==> config.mk <==
export PLATFORM = sky130hd
export DESIGN_NAME = tgt_policy_ctrl
export DESIGN_NICKNAME = d
export VERILOG_FILES = /design/src/rtl/tgt_policy_pkg.sv /design/src/rtl/tgt_policy_regs.sv /design/src/rtl/tgt_ack_decide.sv /design/src/rtl/tgt_bus_tracker.sv /design/src/rtl/tgt_policy_ctrl.sv
export SDC_FILE = /design/constraint.sdc
export NUM_CORES = 1
export LEC_CHECK = 0
export BUFFER_PORTS_ARGS = -buffer_cell sky130_fd_sc_hd__buf_4
export CELL_PAD_IN_SITES_DETAIL_PLACEMENT = 1
export CELL_PAD_IN_SITES_GLOBAL_PLACEMENT = 1
export CORE_MARGIN = 4
export CORE_UTILIZATION = 35
export CTS_CLUSTER_DIAMETER = 50
export DETAILED_ROUTE_END_ITERATION = 7
export GPL_TIMING_DRIVEN = 0
export PLACE_DENSITY = 0.76
export SYNTH_ARGS = -nofsm -noshare
export SYNTH_HDL_FRONTEND = slang
export SYNTH_SLANG_ARGS = --single-unit
==> constraint.sdc <==
create_clock -name clk -period 2 [get_ports clk]
set_clock_uncertainty 0.1 [all_clocks]
set_input_delay 0.5 -clock clk [delete_from_list [all_inputs] [get_ports clk]]
set_output_delay 0.5 -clock clk [all_outputs]
set_load 0.01 [all_outputs]
==> src/rtl/tgt_policy_pkg.sv <==
package tgt_policy_pkg;
    parameter int unsigned TP_NUM_ADDR = 2;
    parameter int unsigned TP_ADDR_W   = 7;

    typedef enum logic [2:0] {
        PH_IDLE = 3'd0,
        PH_ADDR = 3'd1,
        PH_CMD  = 3'd2,
        PH_DATA = 3'd3,
        PH_IGN  = 3'd4
    } phase_e;
endpackage

==> src/rtl/tgt_policy_regs.sv <==
module tgt_policy_regs #(
    parameter int unsigned NUM_ADDR = tgt_policy_pkg::TP_NUM_ADDR,
    localparam int unsigned POL_W   = NUM_ADDR + 2,
    localparam int unsigned REG_W   = POL_W + 1
) (
    input  logic             clk,
    input  logic             rst_n,
    input  logic             cfg_we,
    input  logic [REG_W-1:0] cfg_wdata,
    input  logic             bus_idle,
    output logic [REG_W-1:0] cfg_rdata,
    output logic [POL_W-1:0] act_pol
);
    typedef struct packed {
        logic [POL_W-1:0] wr;
        logic             req;
        logic [POL_W-1:0] act;
    } regs_t;

    regs_t cur_q, nxt_d;

    always_comb begin
        nxt_d = cur_q;
        if (cfg_we) begin
            nxt_d.wr  = cfg_wdata[POL_W-1:0];
            nxt_d.req = cfg_wdata[POL_W];
        end else if (bus_idle && cur_q.req) begin
            nxt_d.act = cur_q.wr;
            nxt_d.req = 1'b0;
        end
    end

    always_ff @(posedge clk or negedge rst_n) begin
        if (!rst_n) cur_q <= '0;
        else        cur_q <= nxt_d;
    end

    assign cfg_rdata = {cur_q.req, cur_q.wr};
    assign act_pol   = cur_q.act;


    act_idle_only_chk: assert property (@(posedge clk) disable iff (!rst_n)
        !$stable(cur_q.act) |-> $past(bus_idle && cur_q.req));


    act_load_value_chk: assert property (@(posedge clk) disable iff (!rst_n)
        ($fell(cur_q.req) && !$past(cfg_we)) |-> (cur_q.act == $past(cur_q.wr)));


    req_clear_idle_chk: assert property (@(posedge clk) disable iff (!rst_n)
        ($fell(cur_q.req) && !$past(cfg_we)) |-> $past(bus_idle));
endmodule

==> src/rtl/tgt_ack_decide.sv <==
module tgt_ack_decide #(
    parameter int unsigned NUM_ADDR = tgt_policy_pkg::TP_NUM_ADDR,
    parameter int unsigned ADDR_W   = tgt_policy_pkg::TP_ADDR_W,
    parameter logic [NUM_ADDR*ADDR_W-1:0] TGT_ADDRS = {7'h52, 7'h21},
    localparam int unsigned POL_W   = NUM_ADDR + 2
) (
    input  logic [ADDR_W-1:0] addr_in,
    input  logic [POL_W-1:0]  act_pol,
    output logic              addr_ok,
    output logic              cmd_ok
);
    logic [NUM_ADDR-1:0] hit_en;

    for (genvar i = 0; i < NUM_ADDR; i++) begin : g_match
        assign hit_en[i] = (addr_in == TGT_ADDRS[i*ADDR_W +: ADDR_W]) && act_pol[1+i];
    end

    assign addr_ok = act_pol[0] && (|hit_en);
    assign cmd_ok  = !act_pol[POL_W-1];
endmodule

==> src/rtl/tgt_bus_tracker.sv <==
module tgt_bus_tracker
    import tgt_policy_pkg::*;
(
    input  logic   clk,
    input  logic   rst_n,
    input  logic   bus_start,
    input  logic   bus_stop,
    input  logic   bus_byte_vld,
    input  logic   addr_ok,
    input  logic   cmd_ok,
    output phase_e phase,
    output logic   bus_idle,
    output logic   resp_vld,
    output logic   resp_ack
);
    typedef struct packed {
        phase_e ph;
        logic   vld;
        logic   ack;
    } trk_t;

    trk_t cur_q, nxt_d;

    always_comb begin
        nxt_d     = cur_q;
        nxt_d.vld = 1'b0;
        nxt_d.ack = 1'b0;
        if (bus_stop) begin
            nxt_d.ph = PH_IDLE;
        end else if (bus_start) begin
            nxt_d.ph = PH_ADDR;
        end else if (bus_byte_vld) begin
            case (cur_q.ph)
                PH_ADDR: begin
                    nxt_d.vld = 1'b1;
                    nxt_d.ack = addr_ok;
                    nxt_d.ph  = addr_ok ? PH_CMD : PH_IGN;
                end
                PH_CMD: begin
                    nxt_d.vld = 1'b1;
                    nxt_d.ack = cmd_ok;
                    nxt_d.ph  = cmd_ok ? PH_DATA : PH_IGN;
                end
                PH_DATA: begin
                    nxt_d.vld = 1'b1;
                    nxt_d.ack = 1'b1;
                end
                default: ;
            endcase
        end
    end

    always_ff @(posedge clk or negedge rst_n) begin
        if (!rst_n) cur_q <= '{ph: PH_IDLE, vld: 1'b0, ack: 1'b0};
        else        cur_q <= nxt_d;
    end

    assign phase    = cur_q.ph;
    assign bus_idle = (cur_q.ph == PH_IDLE);
    assign resp_vld = cur_q.vld;
    assign resp_ack = cur_q.ack;


    ign_silent_chk: assert property (@(posedge clk) disable iff (!rst_n)
        (cur_q.ph == PH_IGN && !bus_start) |=> !cur_q.vld);


    restart_addr_chk: assert property (@(posedge clk) disable iff (!rst_n)
        (bus_start && !bus_stop) |=> (cur_q.ph == PH_ADDR));


    resp_busy_only_chk: assert property (@(posedge clk) disable iff (!rst_n)
        cur_q.vld |-> $past(cur_q.ph != PH_IDLE));
endmodule

==> src/rtl/tgt_policy_ctrl.sv <==
module tgt_policy_ctrl
    import tgt_policy_pkg::*;
#(
    parameter int unsigned NUM_ADDR = TP_NUM_ADDR,
    parameter int unsigned ADDR_W   = TP_ADDR_W,
    parameter logic [NUM_ADDR*ADDR_W-1:0] TGT_ADDRS = {7'h52, 7'h21},
    localparam int unsigned POL_W   = NUM_ADDR + 2,
    localparam int unsigned REG_W   = POL_W + 1
) (
    input  logic              clk,
    input  logic              rst_n,
    input  logic              cfg_we,
    input  logic [REG_W-1:0]  cfg_wdata,
    output logic [REG_W-1:0]  cfg_rdata,
    input  logic              bus_start,
    input  logic              bus_stop,
    input  logic              bus_byte_vld,
    input  logic [ADDR_W:0]   bus_byte,
    output logic              resp_vld,
    output logic              resp_ack
);
    logic [POL_W-1:0] act_pol;
    logic             bus_idle;
    logic             addr_ok;
    logic             cmd_ok;
    phase_e           phase;
    logic             unused_rw_bit;

    assign unused_rw_bit = bus_byte[0];

    tgt_policy_regs #(.NUM_ADDR(NUM_ADDR)) u_regs (
        .clk(clk), .rst_n(rst_n), .cfg_we(cfg_we), .cfg_wdata(cfg_wdata),
        .bus_idle(bus_idle), .cfg_rdata(cfg_rdata), .act_pol(act_pol)
    );

    tgt_ack_decide #(.NUM_ADDR(NUM_ADDR), .ADDR_W(ADDR_W), .TGT_ADDRS(TGT_ADDRS)) u_decide (
        .addr_in(bus_byte[ADDR_W:1]), .act_pol(act_pol),
        .addr_ok(addr_ok), .cmd_ok(cmd_ok)
    );

    tgt_bus_tracker u_trk (
        .clk(clk), .rst_n(rst_n), .bus_start(bus_start), .bus_stop(bus_stop),
        .bus_byte_vld(bus_byte_vld), .addr_ok(addr_ok), .cmd_ok(cmd_ok),
        .phase(phase), .bus_idle(bus_idle), .resp_vld(resp_vld), .resp_ack(resp_ack)
    );


    tgt_off_nack_chk: assert property (@(posedge clk) disable iff (!rst_n)
        (resp_vld && $past(phase == PH_ADDR) && !$past(act_pol[0])) |-> !resp_ack);


    cmd_refuse_chk: assert property (@(posedge clk) disable iff (!rst_n)
        (resp_vld && $past(phase == PH_CMD) && $past(act_pol[POL_W-1])) |-> !resp_ack);
endmodule

==> results of run 1 <==
[metrics by stage]
step                      instance area, sq um  std cells  hold WS [ns]  setup WS (ns)   util
final                                      951        110         0.302          0.436  0.528
after detailed placement                   905        105         0.261          0.238  0.502
after global placement                     905        105         0.263          0.254  0.502
after floorplan                            693         56         0.104          0.521      -
after CTS                                  951        110         0.290          0.420  0.528
after global routing                       951        110         0.286          0.378  0.528
[per-layer routing]
metal	GRT usage	wire, um	vias up
met2	0.240	782	11
li1	-	-	262
met3	0.0541	91	2
met5	0	0	-
met1	0.168	649	268
met4	0.0255	12	0
[final cells by class]
type	count	area, sq um
tap	25	31.3
timing repair buffer	25	190
sequential	14	350
fill	213	851
inverter	3	11.3
multi-input combinational	38	320
buffer	1	11.3
clock buffer	4	36.3
[state kept, by name (all words and copies together), names as in the netlist]
signal / flops
u_regs.act_pol: 4
u_regs.cfg_rdata: 5
u_trk.phase: 3
u_trk.resp_ack: 1
u_trk.resp_vld: 1
[synth_stat cells]
library cell  number  area, sq um
a21oi_1            2         10.0
o21ai_1            1         5.00
nand2_1            7         26.3
o32ai_2            1         16.3
mux2i_1            1         10.0
nor4_1             1         6.26
nor3b_1            1         7.51
mux2_4             3         45.0
nor4_2             1         12.5
mux2_2             4         45.0
inv_1              3         11.3
o211ai_1           1         7.51
nand2b_4           1         13.8
o21ai_0            1         5.00
o22ai_1            1         6.26
nand4bb_1          2         22.5
buf_6              1         11.3
nor2_1             3         11.3
nand3_1            1         5.00
o41ai_2            1         16.3
dfrtp_1           14          350
and3_1             1         6.26
a32oi_1            1         8.76
nor4_4             1         21.3
nand2b_1           2         12.5
[logic make-up (layout without fill, tap and decap cells)]
family	Yosys count	after routing	share of synthesized area
simple gates	21	21	0.209
mux	8	8	0.144
compound gates	9	9	0.108
buf+inv	4	33	0.0325
flops	14	14	0.505
[power by group]
| part | total [mW] | leakage, nW | internal, mW | switching, mW |
|---|---|---|---|---|
| registers | 0.352 | 0.175 | 0.323 | 0.0288 |
| logic | 0.153 | 0.240 | 0.0915 | 0.0611 |
| clock network | 0.199 | 0.0210 | 0.111 | 0.0880 |
[worst register-to-register path, cell delays in order, from the launching register on]
cell,delay (ns)
dfrtp_1,0.38
buf_6,0.14
nor4_4,0.50
mux2_4,0.34
[path summary, 6_finish.rpt]
check	end
worst max-delay path	u_regs.act_pol[0]$_DFFE_PN0P_
worst min-delay path	u_trk.resp_ack$_DFF_PN0_
worst max register to register	u_regs.act_pol[0]$_DFFE_PN0P_
worst min register to register	u_regs.act_pol[2]$_DFFE_PN0P_
max in group asynchronous	u_trk.phase[1]$_DFFE_PN0P_
min in group asynchronous	u_regs.act_pol[0]$_DFFE_PN0P_
[layout by cell type (no fill, tap or decap)]
cell,count
nor4_2,1
o32ai_2,1
buf_4,24
nor3b_1,1
and3_1,1
mux2_4,3
mux2i_1,1
o41ai_2,1
o22ai_1,1
o21ai_0,1
buf_6,1
dlygate4sd3_1,1
nand4bb_1,2
o21ai_1,1
mux2_2,4
clkbuf_4,3
a21oi_1,2
nor4_1,1
nand3_1,1
inv_1,3
nand2_1,7
clkbuf_8,1
nor2_1,3
nand2b_4,1
o211ai_1,1
nand2b_1,2
a32oi_1,1
dfrtp_1,14
nor4_4,1
==> flow_metrics.py, run 1 <==
metrics = {
    "outcome": {
        "status": "finished clean",
    },
    "drt": {
        "routed_wl_um": 1540,
        "drc": 0,
        "wl_per_cell_um": 14.0,
        "firstDrtPassIters": 4,
        "via_per_inst": 4.94,
        "vias": 543,
        "ant_nets": 0,
        "drtIter0Drc": 1,
    },
    "hold_path": {
        "min_path_type": "primary input to register",
        "min_path_cells": 2,
        "hold_start": "bus_start",
    },
    "timing": {
        "fin_crit_ns": 1.56,
        "slew_headroom": 0.657,
        "hold_violations": 0,
        "setup_tns_ns": 0,
        "worst_slew_pin_slew_ns": 0.510,
        "grt_setup_unrepaired": "false",
        "slew_viol_final": 0,
        "setup_violations": 0,
        "max_freq_mhz": 639,
        "layout_worst_path_cycle_share": 0.782,
    },
    "grt": {
        "gr-total-overflow": 0,
        "grt_start_max_net_pins": 15,
        "grt_pass1_vias": 608,
        "antenna_found_initial": 0,
        "gr-usage-all-layers": 0.141,
        "grt_pass1_wl_um": 2800,
    },
    "yosys": {
        "syn-cell-area_sq_um": 693,
        "netlist_instances": 56,
        "syn_avg_cell_area_sq_um": 12.4,
        "syn_nets": 75,
        "ys_seq_area_frac": 0.505,
        "yosysUniqueCellTypes": 25,
        "ys_seq_elements": 14,
        "yosys_warnings": 0,
    },
    "worst_setup_path": {
        "crit_start": "u_trk.phase[1]$_DFFE_PN0P_",
        "cp_top_family": "simple AND/OR/NAND/NOR gates",
        "crit_chain": "buf_6, nor4_4, mux2_4",
        "crit_buf_inv": 1,
        "worstPathRequired_ns": 2.06,
        "end_kind": "register",
        "cp_max_fo": 7,
        "ff2ff_setup_slack_ns": 0.44,
        "startpoint_type": "register",
        "critPathArrivalTime_ns": 1.63,
        "cp.depth": 3,
        "reg2regPathDepth": 3,
        "r2r-start": "u_trk.phase[1]$_DFFE_PN0P_",
        "cpPeakStageDelay_ns": 0.50,
        "worst-setup-path-type": "register to register",
        "cp_slowest_cell": "nor4_4",
    },
    "clocking": {
        "clk_pin_slew_ns": 0.08,
        "clock_tree.buffer_depth": 2,
        "post-cts-setup-buffers": 0,
        "cts-buffers-inserted": 3,
        "insertion_delay_ns": 0.27,
        "clock-sinks": 14,
        "h-tree-depth": 1,
        "cts_tree": "yes",
        "root_buffer": "clkbuf_4",
        "ctsResizeCount": 0,
        "postCtsHoldBufs": 1,
    },
    "run": {
        "maxCapViolations": 0,
    },
    "pwr": {
        "power_mw": 0.703,
        "vdd_ir_drop_max_mv": 0.543,
        "powerDensity_mw_per_mm2": 740,
        "leakage_nw": 0.436,
    },
    "die": {
        "io_pins": 26,
        "core_sq_mm": 0.00180,
        "die_area_sq_mm": 0.00276,
        "die_w_um": 52.5,
        "rows": 15,
        "start_util": 0.385,
        "die_h_um": 52.5,
    },
    "place": {
        "io_buffers": 24,
        "globalplace.congestion": 0.754,
    },
    "cells_and_area": {
        "drive_above_1_share": 0.482,
        "antenna_cells": 0,
        "nNetsFinal": 105,
        "synthToLayoutAreaGrowth_pct": 37.2,
    },
}
(Power assumes the default switching activity.)
==> run 2: changes to the inputs <==
--- a/config.mk
+++ b/config.mk
@@ -9,11 +9,11 @@
 export CELL_PAD_IN_SITES_DETAIL_PLACEMENT = 1
 export CELL_PAD_IN_SITES_GLOBAL_PLACEMENT = 1
 export CORE_MARGIN = 4
-export CORE_UTILIZATION = 35
+export CORE_UTILIZATION = 32
 export CTS_CLUSTER_DIAMETER = 50
 export DETAILED_ROUTE_END_ITERATION = 7
 export GPL_TIMING_DRIVEN = 0
-export PLACE_DENSITY = 0.76
+export PLACE_DENSITY = 0.73
 export SYNTH_ARGS = -nofsm -noshare
 export SYNTH_HDL_FRONTEND = slang
 export SYNTH_SLANG_ARGS = --single-unit
==> constraint.sdc (replaced) <==
create_clock -name clk -period 1.3 [get_ports clk]
set_clock_uncertainty 0.1 [all_clocks]
set_input_delay 0.325 -clock clk [delete_from_list [all_inputs] [get_ports clk]]
set_output_delay 0.325 -clock clk [all_outputs]
set_load 0.01 [all_outputs]
==> flow_metrics.py, run 2 (same netlist as run 1, synthesis figures left out) <==
metrics = {
    "outcome": {
        "status": "finished, violations left",
        "violations": "negative setup slack",
    },
    "cells_and_area": {
        "antenna_cells": 0,
        "drive_above_1_share": 0.540,
        "largest_register_ffs": 5,
        "final_common_cell": "buf_4",
        "nNetsFinal": 108,
        "synthToLayoutAreaGrowth_pct": 43.1,
        "layout_common_cells": "buf_4 (26), dfrtp_1 (12), nand2_1 (7)",
        "utilization": 0.496,
        "instances_no_fill": 114,
        "fillerInstances": 218,
    },
    "pwr": {
        "pwr-share-clk": 0.227,
        "swShare": 0.269,
        "switchingPower_mw": 0.280,
        "p_int_mw": 0.761,
        "leakage_nw": 0.445,
        "power_mw": 1.04,
        "share_comb_of_total_power": 0.252,
        "vdd_ir_drop_max_mv": 0.771,
        "power_frac_seq": 0.521,
        "powerDensity_mw_per_mm2": 1050,
    },
    "worst_setup_path": {
        "critPathArrivalTime_ns": 1.45,
        "end_kind": "register",
        "cpPeakStageDelay_ns": 0.44,
        "cp_max_fo": 6,
        "worst-setup-path-type": "register to register",
        "cp_slowest_cell": "dfrtp_2",
        "worstPathRequired_ns": 1.35,
        "startpoint_type": "register",
        "crit_chain": "nor4_4, buf_6, mux2_4",
        "ff2ff_setup_slack_ns": -0.09,
    },
    "die": {
        "die_area_sq_mm": 0.00297,
        "rows": 16,
        "core_sq_mm": 0.00200,
        "die_h_um": 54.5,
        "start_util": 0.346,
        "die_w_um": 54.5,
        "io_pins": 26,
    },
    "timing": {
        "slew_headroom": 0.806,
        "fin_crit_ns": 1.39,
        "worst_slew_pin_slew_ns": 0.289,
        "max_freq_mhz": 717,
        "setup_violations": 4,
        "hold_violations": 0,
        "slew_viol_final": 0,
        "finalHoldWorstSlack_ns": 0.126,
        "grt_setup_unrepaired": "true",
        "layout_worst_path_cycle_share": 1.07,
        "setup_ws_ns": -0.0943,
    },
    "clocking": {
        "clk_pin_slew_ns": 0.08,
        "cts_tree": "yes",
        "h-tree-depth": 1,
        "clock_tree.buffer_depth": 2,
        "root_buffer": "clkbuf_4",
        "insertion_delay_ns": 0.27,
        "cts-buffers-inserted": 3,
        "clock-sinks": 14,
    },
    "place": {
        "globalplace.congestion": 0.764,
        "io_buffers": 24,
        "placedCellCount": 107,
        "dp_hpwl_um": 1250,
    },
    "run": {
        "maxCapViolations": 0,
    },
    "drt": {
        "drtIter0Drc": 2,
        "via_per_inst": 4.86,
        "vias": 554,
        "firstDrtPassIters": 3,
        "ant_nets": 0,
        "drc": 0,
        "wl_per_cell_um": 14.0,
        "routed_wl_um": 1600,
    },
    "grt": {
        "antenna_found_initial": 0,
        "gr-total-overflow": 0,
        "grt_pass1_vias": 577,
        "grt_start_max_net_pins": 15,
        "grt_pass1_wl_um": 2570,
        "gr-usage-all-layers": 0.121,
    },
    "hold_path": {
        "min_path_type": "primary input to register",
    },
}
==> run 2: what timing repair did <==
action | CTS | global route
gates resized for setup | 4 | 3
hold buffers | 1 | 0
setup endpoints to repair | 6 | 6
pin swaps | 2 | 1
setup buffers | 2 | 1
endpoints found under the hold margin | 14 | 0
==> run 2: metrics by stage <==
step / TNS (ns) / instance area (sq um) / setup WS [ns]
3_3_place_gp: -1.28 / 907 / -0.251
2_1_floorplan: -0.422 / 693 / -0.141
4_1_cts: -0.320 / 968 / -0.110
3_5_place_dp: -1.26 / 907 / -0.247
6_report: -0.349 / 992 / -0.0943
5_1_grt: -0.518 / 992 / -0.130
==> run 2: final timing paths <==
kind,from,endpoint,cells past startpoint
max,u_trk.phase[2]$_DFFE_PN0P_,u_regs.act_pol[0]$_DFFE_PN0P_,3
max reg2reg,u_trk.phase[2]$_DFFE_PN0P_,u_regs.act_pol[0]$_DFFE_PN0P_,3
min,bus_stop,u_trk.phase[0]$_DFFE_PN0P_,2
max in group asynchronous,rst_n,u_trk.phase[2]$_DFFE_PN0P_,2
min in group asynchronous,rst_n,u_regs.act_pol[3]$_DFFE_PN0P_,2
min reg2reg,u_regs.cfg_rdata[1]$_DFFE_PN0P_,u_regs.act_pol[1]$_DFFE_PN0P_,2
==> run 2: area by class of cell <==
class	count	area, sq um	share of cell area
Inverter	3	11.3	0.0113
Buffer	1	11.3	0.0113
Tap cell	27	33.8	0.0340
Multi-Input combinational cell	38	344	0.347
Timing Repair Buffer	28	216	0.218
Sequential cell	14	353	0.356
Clock buffer	3	22.5	0.0227
==> run 2: power groups by stage <==
stage,clock (mW),combinational (mW),sequential (mW)
final,0.236,0.263,0.542
after global routing,0.258,0.286,0.553
after CTS,0.242,0.249,0.545
after detailed placement,0,0.235,0.554
after global placement,0,0.231,0.548
after floorplan,0,0.127,0.547
==> run 2: routing by layer <==
layer,part of all wire,up-vias,global-route usage
met1,0.43,275,0.150
met3,0.047,2,0.0245
met5,0,-,0
li1,-,265,-
met4,0.014,0,0.0373
met2,0.51,12,0.209
==> run 2: worst max-delay path, delay by kind of cell (launching register included) <==
kind | cells | cell delay (ns)
buf+inv | 1 | 0.16
flops | 1 | 0.44
mux | 1 | 0.29
simple gates | 1 | 0.28
